**src/rtl/dms_pkg.sv**
```systemverilog
package dms_pkg;

   // sequencer phases of one measurement
   typedef enum logic [2:0] {
      PH_IDLE   = 3'd0,
      PH_CHK_HI = 3'd1,
      PH_CHK_LO = 3'd2,
      PH_SEARCH = 3'd3,
      PH_DONE   = 3'd4
   } seq_ph_e;

   // steps of one trial inside a batch
   typedef enum logic [2:0] {
      TR_IDLE = 3'd0,
      TR_ARM  = 3'd1,
      TR_FIRE = 3'd2,
      TR_WAIT = 3'd3,
      TR_READ = 3'd4
   } trial_st_e;

endpackage

```
**src/rtl/dms_trial_engine.sv**
```systemverilog
// Runs one batch of TRIALS trials: fire, settle, read; counts the 1 reads.
module dms_trial_engine
   import dms_pkg::*;
#(
   parameter int TRIALS     = 7,
   parameter int SETTLE_CYC = 4,
   parameter int CNT_W      = 3
) (
   input  logic             clk,
   input  logic             rst_n,
   input  logic             go_i,
   input  logic             sample_i,
   output logic             trig_o,
   output logic             batch_done_o,
   output logic [CNT_W-1:0] ones_o
);

   localparam int WAIT_W = (SETTLE_CYC > 1) ? $clog2(SETTLE_CYC) : 1;
   localparam logic [WAIT_W-1:0] WAIT_LAST = WAIT_W'(SETTLE_CYC - 1);
   localparam logic [CNT_W-1:0]  RUN_LAST  = CNT_W'(TRIALS - 1);

   trial_st_e         st_q;
   logic [CNT_W-1:0]  run_q;
   logic [CNT_W-1:0]  ones_q;
   logic [WAIT_W-1:0] wait_q;
   logic              done_q;

   always_ff @(posedge clk or negedge rst_n) begin
      if (!rst_n) begin
         st_q   <= TR_IDLE;
         run_q  <= '0;
         ones_q <= '0;
         wait_q <= '0;
         done_q <= 1'b0;
      end else begin
         done_q <= 1'b0;
         case (st_q)
            TR_IDLE: begin
               if (go_i) begin
                  st_q   <= TR_ARM;
                  run_q  <= '0;
                  ones_q <= '0;
               end
            end
            TR_ARM: begin
               st_q <= TR_FIRE;
            end
            TR_FIRE: begin
               st_q   <= TR_WAIT;
               wait_q <= '0;
            end
            TR_WAIT: begin
               if (wait_q == WAIT_LAST) begin
                  st_q <= TR_READ;
               end else begin
                  wait_q <= wait_q + 1'b1;
               end
            end
            TR_READ: begin
               ones_q <= ones_q + CNT_W'(sample_i);
               if (run_q == RUN_LAST) begin
                  st_q   <= TR_IDLE;
                  done_q <= 1'b1;
               end else begin
                  run_q <= run_q + 1'b1;
                  st_q  <= TR_FIRE;
               end
            end
            default: st_q <= TR_IDLE;
         endcase
      end
   end

   assign trig_o       = (st_q == TR_FIRE);
   assign batch_done_o = done_q;
   assign ones_o       = ones_q;

endmodule

```
**src/rtl/dms_vote.sv**
```systemverilog
// Turns the count of 1 reads into the batch decisions.
module dms_vote #(
   parameter int TRIALS = 7,
   parameter int CNT_W  = 3
) (
   input  logic [CNT_W-1:0] ones_i,
   output logic             too_long_o,
   output logic             all_long_o,
   output logic             all_short_o
);

   localparam logic [CNT_W-1:0] HALF = CNT_W'(TRIALS / 2);
   localparam logic [CNT_W-1:0] FULL = CNT_W'(TRIALS);

   generate
      if (TRIALS == 1) begin : g_single
         assign too_long_o = ones_i[0];
      end else begin : g_majority
         assign too_long_o = (ones_i > HALF);
      end
   endgenerate

   assign all_long_o  = (ones_i == FULL);
   assign all_short_o = (ones_i == '0);

endmodule

```
**src/rtl/dms_search_seq.sv**
```systemverilog
// Range probes, then MSB-first binary search; owns the result registers.
module dms_search_seq
   import dms_pkg::*;
#(
   parameter int CODE_W = 10,
   parameter int BIT_W  = 4
) (
   input  logic              clk,
   input  logic              rst_n,
   input  logic              start_i,
   input  logic              batch_done_i,
   input  logic              too_long_i,
   input  logic              all_long_i,
   input  logic              all_short_i,
   output logic              go_o,
   output logic [CODE_W-1:0] code_o,
   output logic              max_o,
   output logic              done_o,
   output logic [CODE_W-1:0] result_o,
   output logic              over_o,
   output logic              under_o
);

   localparam logic [BIT_W-1:0]  TOP_BIT = BIT_W'(CODE_W - 1);
   localparam logic [CODE_W-1:0] TOP_ONE = CODE_W'(1) << (CODE_W - 1);

   seq_ph_e           ph_q;
   logic              pend_q;
   logic [CODE_W-1:0] code_q;
   logic [CODE_W-1:0] acc_q;
   logic [CODE_W-1:0] res_q;
   logic [BIT_W-1:0]  bit_q;
   logic              over_q;
   logic              under_q;
   logic              probing;
   logic [CODE_W-1:0] keep_v;

   always_comb begin
      probing = (ph_q == PH_CHK_HI) || (ph_q == PH_CHK_LO) || (ph_q == PH_SEARCH);
      keep_v  = too_long_i ? acc_q : code_q;
   end

   assign go_o = probing && !pend_q;

   always_ff @(posedge clk or negedge rst_n) begin
      if (!rst_n) begin
         ph_q    <= PH_IDLE;
         pend_q  <= 1'b0;
         code_q  <= '0;
         acc_q   <= '0;
         res_q   <= '0;
         bit_q   <= '0;
         over_q  <= 1'b0;
         under_q <= 1'b0;
      end else begin
         if (go_o) begin
            pend_q <= 1'b1;
         end
         if (batch_done_i) begin
            pend_q <= 1'b0;
         end
         case (ph_q)
            PH_IDLE: begin
               if (start_i) begin
                  ph_q   <= PH_CHK_HI;
                  code_q <= '0;
                  pend_q <= 1'b0;
               end
            end
            PH_CHK_HI: begin
               if (batch_done_i) begin
                  if (all_short_i) begin
                     res_q   <= '1;
                     over_q  <= 1'b1;
                     under_q <= 1'b0;
                     ph_q    <= PH_DONE;
                  end else begin
                     code_q <= '0;
                     ph_q   <= PH_CHK_LO;
                  end
               end
            end
            PH_CHK_LO: begin
               if (batch_done_i) begin
                  if (all_long_i) begin
                     res_q   <= '0;
                     over_q  <= 1'b0;
                     under_q <= 1'b1;
                     ph_q    <= PH_DONE;
                  end else begin
                     acc_q  <= '0;
                     bit_q  <= TOP_BIT;
                     code_q <= TOP_ONE;
                     ph_q   <= PH_SEARCH;
                  end
               end
            end
            PH_SEARCH: begin
               if (batch_done_i) begin
                  if (bit_q == '0) begin
                     res_q   <= keep_v;
                     over_q  <= 1'b0;
                     under_q <= 1'b0;
                     ph_q    <= PH_DONE;
                  end else begin
                     acc_q  <= keep_v;
                     bit_q  <= bit_q - 1'b1;
                     code_q <= keep_v | (CODE_W'(1) << (bit_q - 1'b1));
                  end
               end
            end
            PH_DONE: begin
               ph_q <= PH_IDLE;
            end
            default: ph_q <= PH_IDLE;
         endcase
      end
   end

   assign code_o   = code_q;
   assign max_o    = (ph_q == PH_CHK_HI);
   assign done_o   = (ph_q == PH_DONE);
   assign result_o = res_q;
   assign over_o   = over_q;
   assign under_o  = under_q;

endmodule

```
**src/rtl/dms_sweep_ctrl.sv**
```systemverilog
// Top level: sequencer, trial engine and vote.
module dms_sweep_ctrl #(
   parameter int CODE_W     = 10,
   parameter int TRIALS     = 7,
   parameter int SETTLE_CYC = 4
) (
   input  logic              clk,
   input  logic              rst_n,
   input  logic              start_i,
   input  logic              sample_i,
   output logic              trig_o,
   output logic              ref_min_o,
   output logic [CODE_W-1:0] code_o,
   output logic              max_o,
   output logic              done_o,
   output logic [CODE_W-1:0] result_o,
   output logic              over_o,
   output logic              under_o
);

   localparam int CNT_W = $clog2(TRIALS + 1);
   localparam int BIT_W = (CODE_W > 1) ? $clog2(CODE_W) : 1;

   generate
      if (TRIALS < 1 || (TRIALS % 2) == 0) begin : g_bad_trials
         $fatal(1, "TRIALS must be odd and at least 1");
      end
      if (SETTLE_CYC < 1) begin : g_bad_settle
         $fatal(1, "SETTLE_CYC must be at least 1");
      end
      if (CODE_W < 2) begin : g_bad_code
         $fatal(1, "CODE_W must be at least 2");
      end
   endgenerate

   logic             go;
   logic             batch_done;
   logic [CNT_W-1:0] ones;
   logic             too_long;
   logic             all_long;
   logic             all_short;

   dms_search_seq #(
      .CODE_W (CODE_W),
      .BIT_W  (BIT_W)
   ) u_seq (
      .clk          (clk),
      .rst_n        (rst_n),
      .start_i      (start_i),
      .batch_done_i (batch_done),
      .too_long_i   (too_long),
      .all_long_i   (all_long),
      .all_short_i  (all_short),
      .go_o         (go),
      .code_o       (code_o),
      .max_o        (max_o),
      .done_o       (done_o),
      .result_o     (result_o),
      .over_o       (over_o),
      .under_o      (under_o)
   );

   dms_trial_engine #(
      .TRIALS     (TRIALS),
      .SETTLE_CYC (SETTLE_CYC),
      .CNT_W      (CNT_W)
   ) u_eng (
      .clk          (clk),
      .rst_n        (rst_n),
      .go_i         (go),
      .sample_i     (sample_i),
      .trig_o       (trig_o),
      .batch_done_o (batch_done),
      .ones_o       (ones)
   );

   dms_vote #(
      .TRIALS (TRIALS),
      .CNT_W  (CNT_W)
   ) u_vote (
      .ones_i      (ones),
      .too_long_o  (too_long),
      .all_long_o  (all_long),
      .all_short_o (all_short)
   );

   assign ref_min_o = 1'b1;

endmodule

```
**config.mk**
```make
export PLATFORM = sky130hd
export DESIGN_NAME = dms_sweep_ctrl
export DESIGN_NICKNAME = d
export VERILOG_FILES = /design/src/rtl/dms_pkg.sv /design/src/rtl/dms_trial_engine.sv /design/src/rtl/dms_vote.sv /design/src/rtl/dms_search_seq.sv /design/src/rtl/dms_sweep_ctrl.sv
export SDC_FILE = /design/constraint.sdc
export NUM_CORES = 1
export LEC_CHECK = 0
export BUFFER_PORTS_ARGS = -buffer_cell sky130_fd_sc_hd__buf_2
export CORE_AREA = 2 2 85 103
export DETAILED_ROUTE_END_ITERATION = 10
export DIE_AREA = 0 0 87 105
export GPL_TIMING_DRIVEN = 1
export PLACE_DENSITY = 0.54
export SLEW_MARGIN = 20
export SYNTH_ARGS = -nofsm -noshare
export SYNTH_HDL_FRONTEND = slang
export SYNTH_SLANG_ARGS = --single-unit
```
**constraint.sdc**
```tcl
create_clock -name clk -period 2.3 [get_ports clk]
set_input_delay 0.115 -clock clk [delete_from_list [all_inputs] [get_ports clk]]
set_output_delay 0.115 -clock clk [all_outputs]
set_load 0.005 [all_outputs]
```
* Word-level counts from Yosys, hierarchy flattened
Cells that the tools add are included.
** Storage, ports and cells
- Bits in registers :: 52
- Input port bits :: 4
- Output and inout bits :: 26
- Logic and storage cells :: 128
** Cells by class
- Add/sub/neg operators :: 4
- Order comparisons :: 1
- Equality and inequality tests :: 25
- Shift-type cells :: 1
- Muxes and demuxes :: 62
- Bitwise logic cells :: 1
- Reduce and logical (&&, ||, !) cells :: 21
** Operator list (number)
- two-way mux 10 bit :: 18
- case mux 10 bit (4 select lines) :: 1
- two-way mux 3 bit :: 11
- case mux 10 bit (3 select lines) :: 1
- case mux 10 bit (2 select lines) :: 1
- inequality test 2 bit, second input constant :: 9
- two-way mux 1 bit :: 16
- two-way mux 4 bit :: 4
- case mux 3 bit (5 select lines) :: 1
- == test 3 x 2 -> 1 bit, second input constant :: 4
- == test 3 bit, second input constant :: 4
- case mux 3 bit (2 select lines) :: 2
- case mux 3 bit (4 select lines) :: 1
- inequality test 2 x 1 -> 1 bit, second input constant :: 5
- OR 10 bit :: 1
- AND reduction 5 bit :: 2
- << shifter 1 x 4 -> 10 bit, first input constant :: 1
- logical NOT 3 bit :: 3
- case mux 4 bit (2 select lines) :: 1
- AND reduction 8 bit :: 1
- AND reduction 7 bit :: 1
- == test 3 x 1 -> 1 bit, second input constant :: 2
- case mux 1 bit (3 select lines) :: 2
- AND reduction 2 bit :: 3
- other kinds (16) :: 20

* Logic depth before layout (Yosys ltp)
- Depth after elaboration :: 8
- Gate-level depth with buffers :: 8
- Mapped depth without buffers :: 6

* Hierarchy
From an unflattened synthesis, not the netlist that was laid out.
** Unflattened totals
- Cells, all modules :: 268
- Area total of the unflattened synthesis :: 2780.2 um2
** Modules (own cells, without submodules)
- dms_search_seq :: times used 1, cells an instance 204, area an instance 2113.3 um2, sequential area each 1001.0 um2
- dms_trial_engine :: times used 1, cells an instance 59, area an instance 640.6 um2, sequential area each 300.3 um2
- dms_vote :: times used 1, cells an instance 3, area an instance 15.0 um2, sequential area each 0.0 um2
- dms_sweep_ctrl :: times used 1, cells an instance 2, area an instance 11.3 um2, sequential area each 0.0 um2

* Worst setup path before layout
OpenSTA, ideal clock, no wires.
- Kind :: register to register
- From :: register u_seq.bit_q[0]
- To :: register u_seq.bit_q[2]
- Library setup time :: 121 ps
- Arrival time :: 1801 ps
- Required time :: 2179 ps
- Path slack :: 378 ps
- Stages on the path, launching flop included :: 9
- Buffers on the path :: 2
- Clock period less this slack :: 1922 ps
- Cell sequence :: dfrtp_1 -> inv_1 -> ha_1 -> buf_2 -> nor3b_4 -> a22oi_4 -> nand3_4 -> buf_6 -> a22o_1
** On the way
- Word-level cells in the longest chain between the ends :: 4
- Elaborated cells on any way between the ends :: 7
- Classes of those cells :: 1 x add/sub; 1 x eq/ne; 3 x mux; 2 x reduce/logical
** Ends and longest elaborated chain
- start, declared :: RTL line dms_search_seq.sv:32 : logic [BIT_W-1:0] bit_q;
- start signal, assigned :: RTL line dms_search_seq.sv:107 : bit_q <= bit_q - 1'b1;
- subtractor 4 x 1 -> 4 bit :: RTL line dms_search_seq.sv:107
- two-way mux 4 bit :: RTL line dms_search_seq.sv:100 : if (bit_q == '0) begin
- two-way mux 4 bit :: RTL line dms_search_seq.sv:99 : if (batch_done_i) begin
- case mux 4 bit (2 select lines) :: RTL line dms_search_seq.sv:62 : case (ph_q)
Several ways; a longest one is shown, not always the timed one. The select of a mux whose other input is x is not followed.
A chain may end at the register's enable or synchronous reset.

* Final worst setup path
- From :: register u_seq.bit_q[0]
- To :: register u_seq.under_q, in the netlist u_seq.under_o
** On the way
- Word-level cells in the longest chain between the ends :: 3
** Ends and longest elaborated chain
- logical NOT 4 bit :: RTL line dms_search_seq.sv:100
- inequality test 2 bit (no source line)
- AND reduction 7 bit (no source line)
- end signal, assigned :: RTL line dms_search_seq.sv:75 : under_q <= 1'b0;
- end signal, assigned :: RTL line dms_search_seq.sv:88 : under_q <= 1'b1;
- end signal, assigned :: RTL line dms_search_seq.sv:103 : under_q <= 1'b0;
- end, declared :: RTL line dms_search_seq.sv:34 : logic under_q;
Every way passes these cells.

==> results.cfg <==
[run_status]
status = complete, no violations

[global_route]
largest_net_degree_at_the_start_of_global_routing = 30
first_global_vias = 2186
grt_pass1_wl_mm = 10.6
antenna_found_initial = 0
grt-ovfl-total = 0
grt.total_usage_pct = 14.5

[cells_and_area]
diodes_inserted = 0
layout.core_utilization_pct = 41.2
non_filler_cell_area_final_um2 = 3330
drive_gt1_share_pct = 29.7
ff_latch_area_um2 = 1300
num-fill-cells = 793
multi_input_gate_area_in_the_final_layout_um2 = 1500
syn2layout_area_growth_pct = 12.6
finalNetCount = 319

[synth]
syn-cell-area_um2 = 2950
synth_top_cells_by_count = sky130_fd_sc_hd__dfrtp_1 (52), sky130_fd_sc_hd__nand2_1 (32), sky130_fd_sc_hd__mux2_2 (21)
synth_top_area_cell = sky130_fd_sc_hd__dfrtp_1
netlist-cell-type-count = 55
async_flop_share_pct = 100
syn-instance-count = 271
yosys.cell_count.top_type = sky130_fd_sc_hd__dfrtp_1
synth.yosys.warnings = 0
synth.area.top_cells = sky130_fd_sc_hd__dfrtp_1 (44%), sky130_fd_sc_hd__mux2_2 (8.0%), sky130_fd_sc_hd__ha_1 (4.2%), sky130_fd_sc_hd__mux2_4 (4.1%), sky130_fd_sc_hd__nand2_1 (4.1%)
netlist.area_leader.share_pct = 44.1
synth.net_count = 285
synth_flop_type = sky130_fd_sc_hd__dfrtp_1
postSynthRegisterBits = 52
seq_area_frac_synth_pct = 44.1
postSynthAreaPerCell_um2 = 10.9
synth-edff-count = 0

[clock_network]
cts-buffers-inserted = 5
clk_root_buffer_cell = sky130_fd_sc_hd__clkbuf_8
clkSinkCount = 52
tritoncts = yes
clk_path_buf_depth = 2
cts.htree.levels = 2
worst_setup_hold_path_clk_slew_ns = 0.09
post-cts-setup-buffers = 0
clock_insertion_delay_worst_skew_ns = 0.31

[timing]
max_freq_mhz = 481
maxSlewHeadroom_pct = 56.4
timing.final.hold_violations = 0
max_slew.worst_pin.slew_ns = 0.653
setup_total_negative_slack_ns = 0
grt_setup_unrepaired = false
postLayoutSetupSlackWorst_ns = 0.222
finalSetupViolations = 0
layout_worst_path_cycle_share_pct = 90.3
fin_worst_skew_ns = 0.00952
timing.final.crit_period_ns = 2.08
report.final.slew_viol_count = 0

[placement]
place_ws_ns = 0.152
dpl-instance-area_um2 = 3200
dpl.hpwl_mm = 4.58
gp_routability_congestion = 0.780
port_buffers = 28

[routing]
vias_per_cell = 5.26
num_vias = 2111
route.detailed.drc = 0
wl_mm = 6.30
first_iter_violations = 131
route.detailed.wl_per_inst_um = 15.7
postRouteAntennaNets = 0
detailedRoute.firstPassIterationCount = 4

[critical_path]
worst_ep_required_time_ns = 2.50
critical_path.startpoint = u_seq.bit_q[0]$_DFFE_PN0P_
critPathMaxFanout = 13
crit_path_start_kind = register
crit_path_end = u_seq.under_o$_DFFE_PN0P_
reg2regPathDepth = 5
critical_path.reg2reg.startpoint = u_seq.bit_q[0]$_DFFE_PN0P_
critPathKind = reg2reg
worst_setup_path_end_kind = register
worstPathArrival_ns = 2.28
ff2ff_setup_slack_ns = 0.22
crit-reg2reg-capture = u_seq.under_o$_DFFE_PN0P_

[floorplan]
die_area_um2 = 9140
initial_cell_density_of_the_core_pct = 36.6
placementRows = 36
core_um2 = 8060
pin_count = 30
die_x_um = 87
floorplan.die.height_um = 105

[pwr]
power_leakage_nw = 1.64
vdd.ir_drop.worst_v = 0.000391
cellPowerDensity_nw_per_um2 = 990

[flow_run]
drv_cap = 0

[worst_hold_path]
timing.hold.worst.class = in2reg
==> logic make-up after synthesis <==
group | after synthesis | share of synthesized area, %
simple gates | 79 | 15.4
compound gates | 59 | 15.1
flops | 52 | 44.1
mux | 40 | 15.8
buf+inv | 30 | 5.30
fa+ha+maj | 10 | 4.24
other cells | 1 | 0.127
==> critical path, stage by stage, from the launching register on <==
cell and delay (ns):
sky130_fd_sc_hd__dfrtp_1 0.46, sky130_fd_sc_hd__inv_1 0.13, sky130_fd_sc_hd__ha_2 0.28, sky130_fd_sc_hd__nor3b_4 0.34, sky130_fd_sc_hd__o221a_4 0.39, sky130_fd_sc_hd__mux2_2 0.36
==> placed cells by master (no fill, tap or decap), types with 2 or more instances in the layout <==
master	Yosys	routed
sky130_fd_sc_hd__and3_1	2	2
sky130_fd_sc_hd__nor3b_1	3	3
sky130_fd_sc_hd__a31oi_1	4	4
sky130_fd_sc_hd__nor2b_1	2	2
sky130_fd_sc_hd__a22o_1	6	6
sky130_fd_sc_hd__a2111oi_0	2	2
sky130_fd_sc_hd__nand3_1	2	2
sky130_fd_sc_hd__o21bai_2	2	2
sky130_fd_sc_hd__nor3_1	3	3
sky130_fd_sc_hd__mux2_4	8	8
sky130_fd_sc_hd__nand3b_1	2	2
sky130_fd_sc_hd__ha_1	10	9
sky130_fd_sc_hd__nand2b_1	5	5
sky130_fd_sc_hd__mux2i_1	11	11
sky130_fd_sc_hd__nand2_1	32	32
sky130_fd_sc_hd__a22oi_4	2	2
sky130_fd_sc_hd__clkbuf_8	0	5
sky130_fd_sc_hd__o31ai_1	5	5
sky130_fd_sc_hd__nor2_1	11	11
sky130_fd_sc_hd__o22ai_1	4	4
sky130_fd_sc_hd__buf_2	4	28
sky130_fd_sc_hd__a21oi_1	7	7
sky130_fd_sc_hd__dfrtp_1	52	52
sky130_fd_sc_hd__and3b_1	2	2
sky130_fd_sc_hd__inv_1	17	17
sky130_fd_sc_hd__mux2_2	21	21
sky130_fd_sc_hd__o21ai_0	17	17
sky130_fd_sc_hd__nand4_1	2	2
sky130_fd_sc_hd__buf_4	2	11
==> state kept, by name, indices dropped and copies added (netlist names), 2 cells and up <==
| register | flops |
|---|---|
| u_eng.ones_o | 3 |
| u_seq.code_o | 10 |
| u_eng.wait_q | 2 |
| u_eng.st_q | 3 |
| u_seq.ph_q | 3 |
| u_seq.acc_q | 10 |
| u_seq.bit_q | 4 |
| u_eng.run_q | 3 |
| u_seq.result_o | 10 |
==> area by class of cell <==
cell class                      instances  share of cell area (%)
Clock inverter                          3                    1.28
Tap cell                               95                    3.57
Inverter                               17                    1.92
Sequential cell                        52                    39.1
Multi-Input combinational cell        189                    45.0
Timing Repair Buffer                   40                    7.00
Clock buffer                            5                    2.07
==> where the power goes <==
part | switching (mW) | leakage (nW) | internal [mW]
registers | 0.209 | 0.692 | 1.10
clock network | 0.316 | 0.0541 | 0.323
logic | 0.748 | 0.894 | 0.599
total | 1.27 | 1.64 | 2.02
==> stage by stage <==
stage / hold slack (ns) / total power, mW / cells
after global routing: 0.177 / 3.54 / 401
after floorplan: -0.181 / 2.33 / 271
final: 0.150 / 3.29 / 401
after CTS: 0.151 / 3.33 / 401
after global placement: 0.177 / 2.67 / 392
after detailed placement: 0.187 / 2.69 / 392
==> how the worst min path moves through the flow <==
| stage | from | end | slack (ns) | depth (start not counted) |
|---|---|---|---|---|
| floorplan | rst_n | u_eng.batch_done_o$_DFF_PN0_ | -0.18 | 0 |
| global placement | rst_n | u_seq.code_o[2]$_DFFE_PN0P_ | 0.18 | 1 |
| detailed placement | rst_n | u_seq.acc_q[2]$_DFFE_PN0P_ | 0.19 | 1 |
| CTS | sample_i | u_eng.ones_o[0]$_DFFE_PN0P_ | 0.15 | 4 |
| global route | sample_i | u_eng.ones_o[0]$_DFFE_PN0P_ | 0.18 | 4 |
| finish | sample_i | u_eng.ones_o[0]$_DFFE_PN0P_ | 0.15 | 4 |
==> routing by layer <==
metal	vias to the layer above	GRT usage (%)	part of all wire, %	routed length [µm]
met1	1029	17.9	46	2920
met3	12	3.24	3.2	200
met4	0	5.02	2.8	177
met5	-	0	0	0
met2	38	24.6	48	3010
li1	1032	-	-	-
==> timing repair <==
action                     CTS  global route
gates resized for setup      0             1
hold buffers                 1             0
hold endpoints to repair    27             0
setup endpoints to repair    0             2
Note: power is estimated with default switching activity, not from simulation.
